### src/rtl/irq_vector_pkg.sv
// Shared types for the vectored interrupt controller.
// Assumes: nothing beyond IEEE 1800-2017.
package irq_vector_pkg;
    typedef enum logic [1:0] {
        SEQ_IDLE   = 2'd0,
        SEQ_ENTRY  = 2'd1,
        SEQ_RETURN = 2'd2
    } seq_state_e;
endpackage

### src/rtl/irq_flag_bank.sv
// Sticky per-source flags with write-one-to-clear byte access, hardware
// clear on acknowledge, and level-mode handling for the low sources.
// Assumes: hw_clr is at most one-hot; set has priority over any clear.
module irq_flag_bank #(
    parameter int NUM_SRC = 13,
    parameter int NUM_LVL = 2,
    parameter int ADDR_W  = 1
) (
    input  logic               clk,
    input  logic               rst_n,
    input  logic [NUM_SRC-1:0] src_set,
    input  logic [NUM_LVL-1:0] lvl_mode,
    input  logic [NUM_LVL-1:0] lvl_pin_n,
    input  logic               wr_en,
    input  logic [ADDR_W-1:0]  wr_addr,
    input  logic [7:0]         wr_data,
    input  logic [NUM_SRC-1:0] hw_clr,
    output logic [NUM_SRC-1:0] flag_q,
    output logic [NUM_SRC-1:0] pending
);
    logic [NUM_SRC-1:0] clr_w;

    for (genvar gi = 0; gi < NUM_SRC; gi++) begin : g_src
        localparam int BYTE_IDX = gi / 8;
        localparam int BIT_IDX  = gi % 8;

        // decode the software clear for this bit
        assign clr_w[gi] = wr_en && (wr_addr == ADDR_W'(BYTE_IDX)) && wr_data[BIT_IDX];

        if (gi < NUM_LVL) begin : g_lvl
            // flag update; level mode forces the flag low
            always_ff @(posedge clk) begin
                if (!rst_n)                        flag_q[gi] <= 1'b0;
                else if (lvl_mode[gi])             flag_q[gi] <= 1'b0;
                else if (src_set[gi])              flag_q[gi] <= 1'b1;
                else if (clr_w[gi] || hw_clr[gi])  flag_q[gi] <= 1'b0;
            end
            assign pending[gi] = lvl_mode[gi] ? ~lvl_pin_n[gi] : flag_q[gi];

            assert_lvl_noflag_R7: assert property (@(posedge clk) disable iff (!rst_n)
                lvl_mode[gi] |=> !flag_q[gi]);
        end else begin : g_edge
            // flag update for an edge-only source
            always_ff @(posedge clk) begin
                if (!rst_n)                        flag_q[gi] <= 1'b0;
                else if (src_set[gi])              flag_q[gi] <= 1'b1;
                else if (clr_w[gi] || hw_clr[gi])  flag_q[gi] <= 1'b0;
            end
            assign pending[gi] = flag_q[gi];
        end

        assert_w1c_clears_R3: assert property (@(posedge clk) disable iff (!rst_n)
            (clr_w[gi] && !src_set[gi]) |=> !flag_q[gi]);
        assert_set_sticks_R2: assert property (@(posedge clk) disable iff (!rst_n)
            src_set[gi] && !(gi < NUM_LVL && lvl_mode[gi % NUM_LVL]) |=> flag_q[gi]);
    end
endmodule

### src/rtl/irq_prio_sel.sv
// Combinational lowest-index-first search over enabled pending sources.
// Assumes: vector number = source index + 1; 0 means no winner.
module irq_prio_sel #(
    parameter int NUM_SRC = 13,
    parameter int VEC_W   = 4
) (
    input  logic [NUM_SRC-1:0] masked,
    output logic [NUM_SRC-1:0] grant,
    output logic               any,
    output logic [VEC_W-1:0]   win_vec
);
    logic [NUM_SRC:0] seen;

    assign seen[0] = 1'b0;
    for (genvar gi = 0; gi < NUM_SRC; gi++) begin : g_chain
        assign grant[gi]  = masked[gi] & ~seen[gi];
        assign seen[gi+1] = seen[gi] | masked[gi];
    end
    assign any = seen[NUM_SRC];

    // encode the one-hot grant into a vector number
    always_comb begin
        win_vec = '0;
        for (int i = 0; i < NUM_SRC; i++) begin
            if (grant[i]) win_vec = win_vec | VEC_W'(i + 1);
        end
    end
endmodule

### src/rtl/irq_entry_seq.sv
// Request latch, global enable, entry/return phases, stack pointer model
// and the one-instruction hold after return.
// Assumes: ret_strobe only while idle and never together with a taken ack.
module irq_entry_seq
    import irq_vector_pkg::*;
#(
    parameter int            VEC_W     = 4,
    parameter int            ENTRY_CYC = 4,
    parameter int            RET_CYC   = 4,
    parameter int            SP_W      = 8,
    parameter logic [SP_W-1:0] SP_INIT = 8'hDF
) (
    input  logic             clk,
    input  logic             rst_n,
    input  logic             any,
    input  logic [VEC_W-1:0] win_vec,
    input  logic             held_live,
    input  logic             insn_busy,
    input  logic             insn_retire,
    input  logic             irq_ack,
    input  logic             ret_strobe,
    input  logic             gie_wr,
    input  logic             gie_wdata,
    output logic             req_q,
    output logic [VEC_W-1:0] vec_q,
    output logic             gie_q,
    output logic             take,
    output logic             busy,
    output logic [SP_W-1:0]  sp_q
);
    localparam int MAX_CYC = (ENTRY_CYC > RET_CYC) ? ENTRY_CYC : RET_CYC;
    localparam int CNT_W   = $clog2(MAX_CYC) + 1;

    seq_state_e       state;
    logic [CNT_W-1:0] cnt;
    logic             hold_q;
    logic             idle;
    logic             eligible;
    logic             ret_end;

    assign idle     = (state == SEQ_IDLE);
    assign eligible = gie_q && !hold_q && !insn_busy && idle && any;
    assign take     = irq_ack && req_q && idle;
    assign ret_end  = (state == SEQ_RETURN) && (cnt == '0);
    assign busy     = !idle;

    // request latch: hold the vector until ack or withdrawal
    always_ff @(posedge clk) begin
        if (!rst_n) begin
            req_q <= 1'b0;
            vec_q <= '0;
        end else if (take) begin
            req_q <= 1'b0;
        end else if (req_q) begin
            if (!held_live || !gie_q || !idle) req_q <= 1'b0;
        end else if (eligible) begin
            req_q <= 1'b1;
            vec_q <= win_vec;
        end
    end

    // entry and return phase counter plus stack pointer
    always_ff @(posedge clk) begin
        if (!rst_n) begin
            state <= SEQ_IDLE;
            cnt   <= '0;
            sp_q  <= SP_INIT;
        end else begin
            case (state)
                SEQ_IDLE: begin
                    if (take) begin
                        state <= SEQ_ENTRY;
                        cnt   <= CNT_W'(ENTRY_CYC - 1);
                    end else if (ret_strobe) begin
                        state <= SEQ_RETURN;
                        cnt   <= CNT_W'(RET_CYC - 1);
                    end
                end
                SEQ_ENTRY: begin
                    if (cnt == '0) begin
                        state <= SEQ_IDLE;
                        sp_q  <= sp_q - SP_W'(2);
                    end else begin
                        cnt <= cnt - 1'b1;
                    end
                end
                SEQ_RETURN: begin
                    if (cnt == '0) begin
                        state <= SEQ_IDLE;
                        sp_q  <= sp_q + SP_W'(2);
                    end else begin
                        cnt <= cnt - 1'b1;
                    end
                end
                default: state <= SEQ_IDLE;
            endcase
        end
    end

    // global enable: ack clears, return end sets, software writes when idle
    always_ff @(posedge clk) begin
        if (!rst_n)              gie_q <= 1'b0;
        else if (take)           gie_q <= 1'b0;
        else if (ret_end)        gie_q <= 1'b1;
        else if (idle && gie_wr) gie_q <= gie_wdata;
    end

    // hold after return until one instruction retires
    always_ff @(posedge clk) begin
        if (!rst_n)                     hold_q <= 1'b0;
        else if (ret_end)               hold_q <= 1'b1;
        else if (idle && insn_retire)   hold_q <= 1'b0;
    end

    assert_req_only_idle_R4: assert property (@(posedge clk) disable iff (!rst_n)
        req_q |-> idle);
    assert_vec_stable_R5: assert property (@(posedge clk) disable iff (!rst_n)
        (req_q && $past(req_q)) |-> (vec_q == $past(vec_q)));
    assert_take_clears_gie_R6: assert property (@(posedge clk) disable iff (!rst_n)
        take |=> (!gie_q && !req_q && busy));
    assert_ret_sets_gie_R8: assert property (@(posedge clk) disable iff (!rst_n)
        ret_end |=> (gie_q && idle));
    assert_hold_blocks_R9: assert property (@(posedge clk) disable iff (!rst_n)
        hold_q |-> !req_q);
    assert_busy_blocks_R10: assert property (@(posedge clk) disable iff (!rst_n)
        (!req_q && insn_busy) |=> !req_q);
endmodule

### src/rtl/irq_vector_ctrl.sv
// Top of the prioritized vectored interrupt controller: flags, priority
// search and entry/return sequencing.
// Assumes: irq_ack only while irq_req; ret_strobe only while idle.
module irq_vector_ctrl #(
    parameter int NUM_SRC   = 13,
    parameter int NUM_LVL   = 2,
    parameter int ENTRY_CYC = 4,
    parameter int RET_CYC   = 4,
    parameter int SP_W      = 8,
    parameter logic [SP_W-1:0] SP_INIT = 8'hDF,
    localparam int NBYTES   = (NUM_SRC + 7) / 8,
    localparam int ADDR_W   = (NBYTES > 1) ? $clog2(NBYTES) : 1,
    localparam int VEC_W    = $clog2(NUM_SRC + 1)
) (
    input  logic               clk,
    input  logic               rst_n,
    input  logic [NUM_SRC-1:0] src_set,
    input  logic [NUM_LVL-1:0] lvl_mode,
    input  logic [NUM_LVL-1:0] lvl_pin_n,
    input  logic [NUM_SRC-1:0] src_en,
    input  logic               flag_wr,
    input  logic [ADDR_W-1:0]  flag_addr,
    input  logic [7:0]         flag_wdata,
    input  logic               gie_wr,
    input  logic               gie_wdata,
    input  logic               insn_busy,
    input  logic               insn_retire,
    input  logic               irq_ack,
    input  logic               ret_strobe,
    output logic               irq_req,
    output logic [VEC_W-1:0]   irq_vec,
    output logic [NUM_SRC-1:0] flags,
    output logic               gie,
    output logic               seq_busy,
    output logic [SP_W-1:0]    stk_ptr
);
    logic [NUM_SRC-1:0] pending;
    logic [NUM_SRC-1:0] masked;
    logic [NUM_SRC-1:0] grant;
    logic [NUM_SRC-1:0] hw_clr;
    logic [NUM_SRC-1:0] held_hit;
    logic               any;
    logic [VEC_W-1:0]   win_vec;
    logic               take;
    logic               held_live;

    assign masked    = pending & src_en;
    assign held_live = |held_hit;

    // per-source match of the held vector: liveness and hardware clear
    for (genvar gi = 0; gi < NUM_SRC; gi++) begin : g_match
        assign held_hit[gi] = (irq_vec == VEC_W'(gi + 1)) && masked[gi];
        assign hw_clr[gi]   = take && (irq_vec == VEC_W'(gi + 1));
    end

    irq_flag_bank #(
        .NUM_SRC (NUM_SRC),
        .NUM_LVL (NUM_LVL),
        .ADDR_W  (ADDR_W)
    ) flag_i (
        .clk       (clk),
        .rst_n     (rst_n),
        .src_set   (src_set),
        .lvl_mode  (lvl_mode),
        .lvl_pin_n (lvl_pin_n),
        .wr_en     (flag_wr),
        .wr_addr   (flag_addr),
        .wr_data   (flag_wdata),
        .hw_clr    (hw_clr),
        .flag_q    (flags),
        .pending   (pending)
    );

    irq_prio_sel #(
        .NUM_SRC (NUM_SRC),
        .VEC_W   (VEC_W)
    ) prio_i (
        .masked  (masked),
        .grant   (grant),
        .any     (any),
        .win_vec (win_vec)
    );

    irq_entry_seq #(
        .VEC_W     (VEC_W),
        .ENTRY_CYC (ENTRY_CYC),
        .RET_CYC   (RET_CYC),
        .SP_W      (SP_W),
        .SP_INIT   (SP_INIT)
    ) seq_i (
        .clk         (clk),
        .rst_n       (rst_n),
        .any         (any),
        .win_vec     (win_vec),
        .held_live   (held_live),
        .insn_busy   (insn_busy),
        .insn_retire (insn_retire),
        .irq_ack     (irq_ack),
        .ret_strobe  (ret_strobe),
        .gie_wr      (gie_wr),
        .gie_wdata   (gie_wdata),
        .req_q       (irq_req),
        .vec_q       (irq_vec),
        .gie_q       (gie),
        .take        (take),
        .busy        (seq_busy),
        .sp_q        (stk_ptr)
    );

    assert_grant_onehot_R4: assert property (@(posedge clk) disable iff (!rst_n)
        $onehot0(grant));
    assert_req_has_vec_R4: assert property (@(posedge clk) disable iff (!rst_n)
        irq_req |-> (irq_vec != '0));
    assert_ack_clears_flag_R6: assert property (@(posedge clk) disable iff (!rst_n)
        (take && !(|(src_set & hw_clr))) |=> ((flags & $past(hw_clr)) == '0));
endmodule

### config.mk
export PLATFORM = sky130hd
export DESIGN_NAME = irq_vector_ctrl
export DESIGN_NICKNAME = d
export VERILOG_FILES = /design/src/rtl/irq_vector_pkg.sv /design/src/rtl/irq_flag_bank.sv /design/src/rtl/irq_prio_sel.sv /design/src/rtl/irq_entry_seq.sv /design/src/rtl/irq_vector_ctrl.sv
export SDC_FILE = /design/constraint.sdc
export NUM_CORES = 1
export LEC_CHECK = 0
export BUFFER_PORTS_ARGS = -buffer_cell sky130_fd_sc_hd__buf_2
export CAP_MARGIN = 40
export CELL_PAD_IN_SITES_DETAIL_PLACEMENT = 2
export CELL_PAD_IN_SITES_GLOBAL_PLACEMENT = 2
export CORE_MARGIN = 3
export CORE_UTILIZATION = 31
export DETAILED_ROUTE_END_ITERATION = 12
export GPL_ROUTABILITY_DRIVEN = 1
export GPL_TIMING_DRIVEN = 0
export PLACE_DENSITY_LB_ADDON = 0.15
export SLEW_MARGIN = 15
export SYNTH_ARGS = -nofsm -noshare
export SYNTH_HDL_FRONTEND = slang
export SYNTH_HIERARCHICAL = 1
export SYNTH_SLANG_ARGS = --single-unit
### constraint.sdc
create_clock -name clk -period 4.6 [get_ports clk]
set_input_delay 0.23 -clock clk [delete_from_list [all_inputs] [get_ports clk]]
set_output_delay 0.23 -clock clk [all_outputs]
set_load 0.005 [all_outputs]
==> results of run 1 <==
[power by group through the flow]
stage	sequential, mW	combinational, mW	clock [mW]
after floorplan	0.356	0.319	0
after global placement	0.358	0.445	0
after detailed placement	0.360	0.471	0
after CTS	0.354	0.479	0.233
after global routing	0.361	0.527	0.245
final	0.354	0.472	0.226
[area by class of cell]
type,instances,area share (%)
plain buffers,21,5.324
multi-input cells,216,50.77
clock buffers,5,2.342
clock inverters,3,0.6388
repair buffers,74,12.61
flip-flops and latches,32,21.81
well taps,99,4.216
inverters,18,2.300
[state kept, by name, indices dropped and copies added (netlist names)]
name / cells
flag_i/flag_q: 13
seq_i/state: 2
seq_i/sp_q: 7
seq_i/req_q: 1
seq_i/hold_q: 1
seq_i/vec_q: 4
seq_i/cnt: 3
seq_i/gie_q: 1
[worst paths after layout]
check	from	end	slack [ps]	cells past startpoint
hold reg to reg	seq_i/hold_q	seq_i/hold_q	470	2
setup / recovery	seq_i/state[0]	seq_i/sp_q[7]	2180	9
hold / removal	lvl_mode[1]	flag_i/flag_q[1]	140	2
setup reg to reg	seq_i/state[0]	seq_i/sp_q[7]	2180	9
[through the flow]
step / cells / setup WS, ps / hold WS (ps)
floorplan: 287 / 2632 / 298.9
global placement: 460 / 2293 / 434.2
detailed placement: 460 / 2205 / 441.1
CTS: 468 / 2189 / 130.5
global route: 468 / 1997 / 127.1
finish: 468 / 2178 / 135.8
[layer usage]
metal / vias to the layer above / part of all wire [%] / GRT usage [%]
met1: 1153 / 46 / 24.01
li1: 1165 / - / -
met5: - / 0 / 0
met2: 52 / 48 / 31.61
met3: 10 / 4.6 / 4.505
met4: 0 / 1.2 / 5.006
==> results.py, run 1 <==
metrics = {
    "timing": {
        "hold_viol": 0,
        "period_needed_ps": 2422,
        "rsz0062_at_grt": "no",
        "maxSlewViolCount": 0,
        "slew_headroom_pct": 66.04,
        "finalCritPeriodShare_pct": 52.66,
        "clock_skew_ps": 6.685,
        "fin_setup_tns_ps": 0,
        "fmax_ghz": 0.4128,
        "setup_viol": 0,
        "max_slew.worst_pin.slew_ps": 509.4,
    },
    "critical_path": {
        "path_buf_inv": 2,
        "crit_family": "adder cells",
        "worstSetupStartpointType": "register",
        "cp.arrival_ps": 2580,
        "slowest_delay_ps": 460,
        "cp_max_fo": 8,
        "cp_cell_sequence": "inv_1, ha_1, inv_1, fa_1, a211oi_1, o2111ai_1, o31a_1, nand3_1, nand3_1",
        "critPathRequiredTime_ps": 4750,
        "cp_slowest_cell": "fa_1",
        "endpoint_kind": "register",
        "worst-setup-path-type": "reg2reg",
    },
    "grt": {
        "grt-ovfl-total": 0,
        "grt_pass1_wl_um": 12790,
        "grt_usage_pct": 18.79,
        "antenna_found_initial": 0,
        "grt_pass1_vias": 2606,
        "grt_max_degree": 12,
    },
    "floorplan": {
        "dieArea_sq_um": 8683,
        "ios": 76,
        "start_util_pct": 32.14,
        "placementRows": 31,
        "chipWidth_um": 93.18,
        "core_sq_um": 7331,
        "die_h_um": 93.18,
    },
    "clock_tree": {
        "root_buffer": "clkbuf_8",
        "cts_buffers": 5,
        "post_cts_buffers": 0,
        "htreeDepth": 2,
        "cts_num_sinks": 32,
        "cts_tree": "yes",
        "clkTransAtPathRegs_ps": 80,
        "ctsResizeCount": 0,
        "clock_latency_ps": 290,
        "clockBufferDepth": 2,
        "cts_hold_buf": 0,
    },
    "drt": {
        "routedWlPerCell_um": 16.91,
        "drc": 0,
        "ant_nets": 0,
        "vias": 2380,
        "vias_per_cell": 5.085,
        "detail_route.first_pass.iterations": 4,
        "drtIter0Drc": 79,
        "finalWirelength_um": 7913,
    },
    "placed_design": {
        "dp_hpwl_um": 6449,
        "place_congestion": 0.7448,
        "dpl_cell_area_sq_um": 2850,
        "io_buffers": 74,
    },
    "synthesis": {
        "synthCells": 287,
        "yosys_warnings": 6,
        "syn-mean-instance-area_sq_um": 8.209,
        "synth.cell_area_sq_um": 2356,
        "synthesis.nets": 346,
    },
    "pwr": {
        "p_leak_nw": 1.365,
        "power.density_nw_per_um2": 358.1,
        "seqPwrFrac_pct": 33.6,
        "switching_share_pct": 39.25,
        "ir_drop_mv": 0.1587,
        "total_power_mw": 1.052,
        "comb_power_share_pct": 44.9,
        "cellInternalPower_uw": 639.1,
        "p_clk_share_pct": 21.5,
        "switchingPower_uw": 412.9,
    },
    "cells_and_area": {
        "diodes": 0,
        "design_area_sq_um": 2938,
        "multiInputGateArea_sq_um": 1491,
        "final_cell_mix": "buf_2 (76), dfxtp_1 (32), nor2_1 (26), nand2_1 (20), inv_1 (17)",
        "regArea_sq_um": 640.6,
        "drive_gt1_share_pct": 32.52,
        "nets": 427,
        "area_growth_pct": 24.69,
        "final_common_cell": "buf_2",
        "final_core_util_pct": 40.08,
        "fill_cells": 864,
    },
    "outcome": {
        "status": "finished, final reports clean",
    },
    "run": {
        "maxCapViolations": 0,
    },
    "worst_hold_path": {
        "holdCritPathClass": "in2reg",
    },
}
Note: power is estimated with default switching activity, not from simulation.
==> run 2, diff against run 1 <==
Settings changed: CORE_UTILIZATION 31 to 26.
Clock period 4.6 ns to 1.95 ns, I/O delays scaled along.
==> run 2 against run 1 <==
Via count grew 1.2%. Sequential cell count is the same. Sequential power grew 140%. Combinational power grew to 2.7 times the previous value. Routed wire length grew 3.8%. First-iteration DRC count shrank 37%. Clock-buffer cell count grew 3. Clock skew shrank 0.53 ps. Die area grew 18%. Maximum frequency grew 29%. Register-to-register slack lost 2100 ps. Total power grew to 2.6 times the previous value. Largest cell class unchanged. Highest routed layer unchanged.
==> results.py, run 2 (same netlist as run 1, synthesis figures left out) <==
metrics = {
    "critical_path": {
        "cp_max_fo": 5,
        "endpoint_kind": "register",
        "worst-setup-path-type": "reg2reg",
        "cp.arrival_ps": 2050,
        "rr_worst_depth": 11,
        "r2r-end": "seq_i/vec_q[0]",
        "worstSetupStartpointType": "register",
        "reg2reg_setup_slack_ps": 80,
        "timing.rr.start": "flag_i/flag_q[1]",
        "critPathRequiredTime_ps": 2130,
    },
    "floorplan": {
        "die_h_um": 101.2,
        "ios": 76,
        "core_sq_um": 8763,
        "chipWidth_um": 101.2,
        "placementRows": 34,
        "start_util_pct": 26.88,
        "dieArea_sq_um": 10240,
    },
    "clock_tree": {
        "clkTransAtPathRegs_ps": 80,
        "htreeDepth": 2,
        "cts_tree": "yes",
        "clock_latency_ps": 290,
        "root_buffer": "clkbuf_8",
        "clockBufferDepth": 2,
        "cts_num_sinks": 32,
        "cts_buffers": 5,
    },
    "cells_and_area": {
        "final_cell_mix": "buf_2 (76), buf_4 (32), dfxtp_1 (25), nor2_1 (24), nand2_1 (18)",
        "reg_top3": "flag_i/flag_q x13, seq_i/sp_q x7, seq_i/vec_q x4",
        "drive_gt1_share_pct": 44.96,
        "largest_reg_flops": 13,
        "regMostFlops": "flag_i/flag_q",
        "nets": 445,
        "final_common_cell": "buf_2",
        "area_growth_pct": 38.56,
        "diodes": 0,
    },
    "timing": {
        "worst_slack_ps": 78.34,
        "period_needed_ps": 1872,
        "setup_viol": 0,
        "clock_skew_ps": 6.159,
        "slew_headroom_pct": 65.39,
        "hold_viol": 0,
        "fmax_ghz": 0.5343,
        "maxSlewViolCount": 0,
        "max_slew.worst_pin.slew_ps": 519.1,
        "finalCritPeriodShare_pct": 95.98,
        "rsz0062_at_grt": "yes",
    },
    "drt": {
        "routedWlPerCell_um": 16.59,
        "drc": 0,
        "ant_nets": 0,
        "vias": 2408,
        "finalWirelength_um": 8210,
        "vias_per_cell": 4.865,
        "drtIter0Drc": 50,
        "detail_route.first_pass.iterations": 4,
    },
    "worst_hold_path": {
        "min-delay-start": "lvl_mode[0]",
        "holdCritPathClass": "in2reg",
        "holdPathEnd": "flag_i/flag_q[0]",
        "hold_depth": 2,
    },
    "grt": {
        "grt-ovfl-total": 0,
        "grt_pass1_vias": 2616,
        "grt_pass1_wl_um": 13480,
        "grt_max_degree": 11,
        "grt_usage_pct": 16.77,
        "antenna_found_initial": 0,
    },
    "placed_design": {
        "post-place-ws_ps": -588.6,
        "dp_hpwl_um": 6476,
        "place_congestion": 0.7727,
        "io_buffers": 74,
    },
    "pwr": {
        "p_leak_nw": 1.497,
        "power.density_nw_per_um2": 828.0,
        "total_power_mw": 2.703,
        "ir_drop_mv": 0.2598,
    },
    "run": {
        "maxCapViolations": 0,
    },
    "outcome": {
        "status": "finished, final reports clean",
    },
}
==> run 2: stage by stage <==
| stage | area, sq um | utilization, % | std cells | hold WS, ps | TNS [ps] |
|---|---|---|---|---|---|
| floorplan | 2359 | - | 287 | 166.4 | 0 |
| global placement | 2864 | 32.68 | 469 | 301.8 | -2923 |
| detailed placement | 2864 | 32.68 | 469 | 315.0 | -3329 |
| CTS | 3189 | 36.39 | 490 | 24.02 | -4.081 |
| global route | 3264 | 37.25 | 495 | 24.59 | -71.09 |
| finish | 3264 | 37.25 | 495 | 30.79 | 0 |
==> run 2: final cells by class <==
| class | count | area, sq um |
|---|---|---|
| buffer | 20 | 145.1 |
| clock buffer | 8 | 90.09 |
| fill | 1055 | 5499 |
| inverter | 18 | 72.57 |
| multi-input combinational | 216 | 1655 |
| sequential | 32 | 649.4 |
| tap | 108 | 135.1 |
| timing repair buffer | 93 | 516.7 |
==> run 2: how the worst max path moves through the flow <==
| stage | startpoint | end | slack, ps | cells past startpoint |
|---|---|---|---|---|
| global route | seq_i/state[0] | seq_i/sp_q[7] | -30 | 9 |
| finish | flag_i/flag_q[1] | seq_i/vec_q[0] | 80 | 11 |
| detailed placement | flag_i/flag_q[1] | seq_i/vec_q[0] | -590 | 11 |
| CTS | seq_i/state[0] | seq_i/sp_q[7] | -4 | 9 |
| global placement | flag_i/flag_q[1] | seq_i/vec_q[3] | -520 | 11 |
| floorplan | seq_i/state[0] | seq_i/sp_q[7] | 30 | 9 |
==> run 2: worst max-delay path: stages, from the launching register on <==
cell and delay (ps):
dfxtp_2 340, nor2_4 90, a21oi_4 50, and2_4 160, nor3_4 190, and3_4 230
nand3_4 60, nor4b_4 140, nand3_1 100, buf_6 130, mux2i_1 190, nor2_1 60
==> run 2: where the power goes <==
group	internal [mW]	total (mW)	switching, mW
clock network	0.289	0.565	0.276
registers	0.755	0.848	0.0937
logic	0.640	1.29	0.650
total	1.68	2.70	1.02
==> run 2: routing by layer <==
layer	global-route usage, %	routed length (um)	vias to the layer above
li1	-	-	1203
met1	22.32	3825	1147
met3	3.512	375	5
met4	3.681	60	0
met2	27.97	3949	53
met5	0	0	-
==> run 2: what timing repair did <==
item | in CTS | in global routing
gates resized for setup | 35 | 19
pin swaps | 9 | 13
hold buffers | 0 | 0
endpoints found under the setup margin | 8 | 13
buffers inserted | 14 | 6
==> run 3, diff against run 2 <==
Settings changed: SETUP_SLACK_MARGIN set to 0.2.
==> run 3 against run 2 <==
Global-route usage decreased by 0.23 points. Utilization increased by 0.67 points. Clock skew decreased by 2.2 ps. Cell count decreased by 0.20%. Largest power group unchanged.
==> results.py, run 3 (same netlist as run 1, synthesis figures left out) <==
metrics = {
    "outcome": {
        "status": "finished, final reports clean",
    },
    "floorplan": {
        "core_sq_um": 8763,
        "chipWidth_um": 101.2,
        "die_h_um": 101.2,
        "dieArea_sq_um": 10240,
        "start_util_pct": 26.88,
        "placementRows": 34,
        "ios": 76,
    },
    "cells_and_area": {
        "largest_reg_flops": 13,
        "drive_gt1_share_pct": 45.85,
        "diodes": 0,
        "area_growth_pct": 41.05,
        "reg_top3": "flag_i/flag_q x13, seq_i/sp_q x7, seq_i/vec_q x4",
        "final_common_cell": "buf_2",
        "nets": 444,
        "final_cell_mix": "buf_2 (75), buf_4 (29), dfxtp_1 (28), nor2_1 (23), nand2_1 (18)",
        "multiInputGateArea_sq_um": 1703,
        "regMostFlops": "flag_i/flag_q",
        "regArea_sq_um": 650.6,
        "fill_cells": 1031,
    },
    "pwr": {
        "power.density_nw_per_um2": 850.3,
        "p_leak_nw": 1.514,
        "ir_drop_mv": 0.5529,
    },
    "critical_path": {
        "startpoint": "flag_i/flag_q[1]",
        "timing.rr.start": "flag_i/flag_q[1]",
        "cp.arrival_ps": 2070,
        "worst-setup-path-type": "reg2reg",
        "worstSetupStartpointType": "register",
        "reg2reg_setup_slack_ps": 60,
        "critPathRequiredTime_ps": 2130,
        "endpoint_kind": "register",
        "cp_max_fo": 5,
        "r2r-end": "seq_i/vec_q[2]",
        "rr_worst_depth": 11,
    },
    "drt": {
        "ant_nets": 0,
        "routedWlPerCell_um": 17.56,
        "vias": 2459,
        "vias_per_cell": 4.978,
        "drc": 0,
        "detail_route.first_pass.iterations": 4,
        "finalWirelength_um": 8673,
        "drtIter0Drc": 61,
    },
    "worst_hold_path": {
        "holdPathEnd": "flag_i/flag_q[0]",
        "hold_depth": 2,
        "min-delay-start": "lvl_mode[0]",
        "holdCritPathClass": "in2reg",
    },
    "run": {
        "maxCapViolations": 0,
    },
    "clock_tree": {
        "cts_tree": "yes",
        "clockBufferDepth": 2,
        "clkTransAtPathRegs_ps": 80,
        "htreeDepth": 2,
        "clock_latency_ps": 290,
        "root_buffer": "clkbuf_8",
        "cts_buffers": 5,
        "cts_num_sinks": 32,
    },
    "grt": {
        "grt_pass1_vias": 2550,
        "grt-ovfl-total": 0,
        "grt_usage_pct": 16.55,
        "grt_max_degree": 12,
        "grt_pass1_wl_um": 13380,
        "antenna_found_initial": 0,
    },
    "timing": {
        "finalCritPeriodShare_pct": 96.96,
        "worst_slack_ps": 59.30,
        "setup_viol": 0,
        "slew_headroom_pct": 63.20,
        "clock_skew_ps": 3.955,
        "fmax_ghz": 0.5289,
        "timing.hold.ws_ps": 29.74,
        "maxSlewViolCount": 0,
        "hold_viol": 0,
        "max_slew.worst_pin.slew_ps": 552.1,
        "period_needed_ps": 1891,
        "rsz0062_at_grt": "yes",
    },
    "placed_design": {
        "dp_hpwl_um": 6585,
        "place_congestion": 0.7556,
        "io_buffers": 74,
        "post-place-ws_ps": -156.4,
    },
}
-- run 3: routing by layer --
metal / routed length (um) / GRT usage [%]
met1: 4004 / 22.47
met2: 4211 / 27.06
met5: 0 / 0
met4: 87 / 3.476
met3: 370 / 3.581
-- run 3: metrics by stage --
stage	power [mW]	cell area [sq um]	setup TNS [ps]	util, %	instances
finish	2.826	3323	0	37.92	494
detailed placement	2.078	2958	-678.8	33.75	469
CTS	2.742	3194	0	36.45	488
global placement	2.016	2958	-537.0	33.75	469
global route	3.052	3323	-230.0	37.92	494
floorplan	1.698	2452	0	-	287
-- run 3: worst max-delay path, cell delays in order, from the launching register on --
cell and delay [ps]:
dfxtp_2 340, nor2_2 40, a21oi_2 180, and2_4 210
nor3_4 40, and3_4 160, buf_6 110, nand3_2 60
nor4b_4 230, nand3_4 150, mux2i_1 190, nor2_1 60
-- run 3: area by class of cell --
cell class	count	share of cell area [%]
Clock buffer	5	2.071
Multi-Input combinational cell	216	51.24
Buffer	21	4.895
Timing Repair Buffer	91	15.17
Sequential cell	32	19.58
Inverter	18	2.410
Clock inverter	3	0.5648
Tap cell	108	4.066
-- run 3: worst max-delay path by stage --
stage / to / slack (ps)
4_1_cts: seq_i/vec_q[2] / 20
6_report: seq_i/vec_q[2] / 60
3_3_place_gp: seq_i/vec_q[0] / -140
3_5_place_dp: seq_i/vec_q[0] / -160
2_1_floorplan: seq_i/vec_q[0] / 200
5_1_grt: seq_i/vec_q[3] / -60
-- run 3: repair_timing --
item | CTS | global route
setup endpoints to repair | 23 | 18
pin swaps | 18 | 14
resized for setup | 22 | 19
hold endpoints to repair | 0 | 1
buffers inserted | 11 | 5
hold buffers | 0 | 1
-- run 3: where the power goes --
part / total, mW / internal [mW] / switching (mW)
registers: 0.858 / 0.754 / 0.103
clock network: 0.548 / 0.250 / 0.298
logic: 1.42 / 0.711 / 0.709
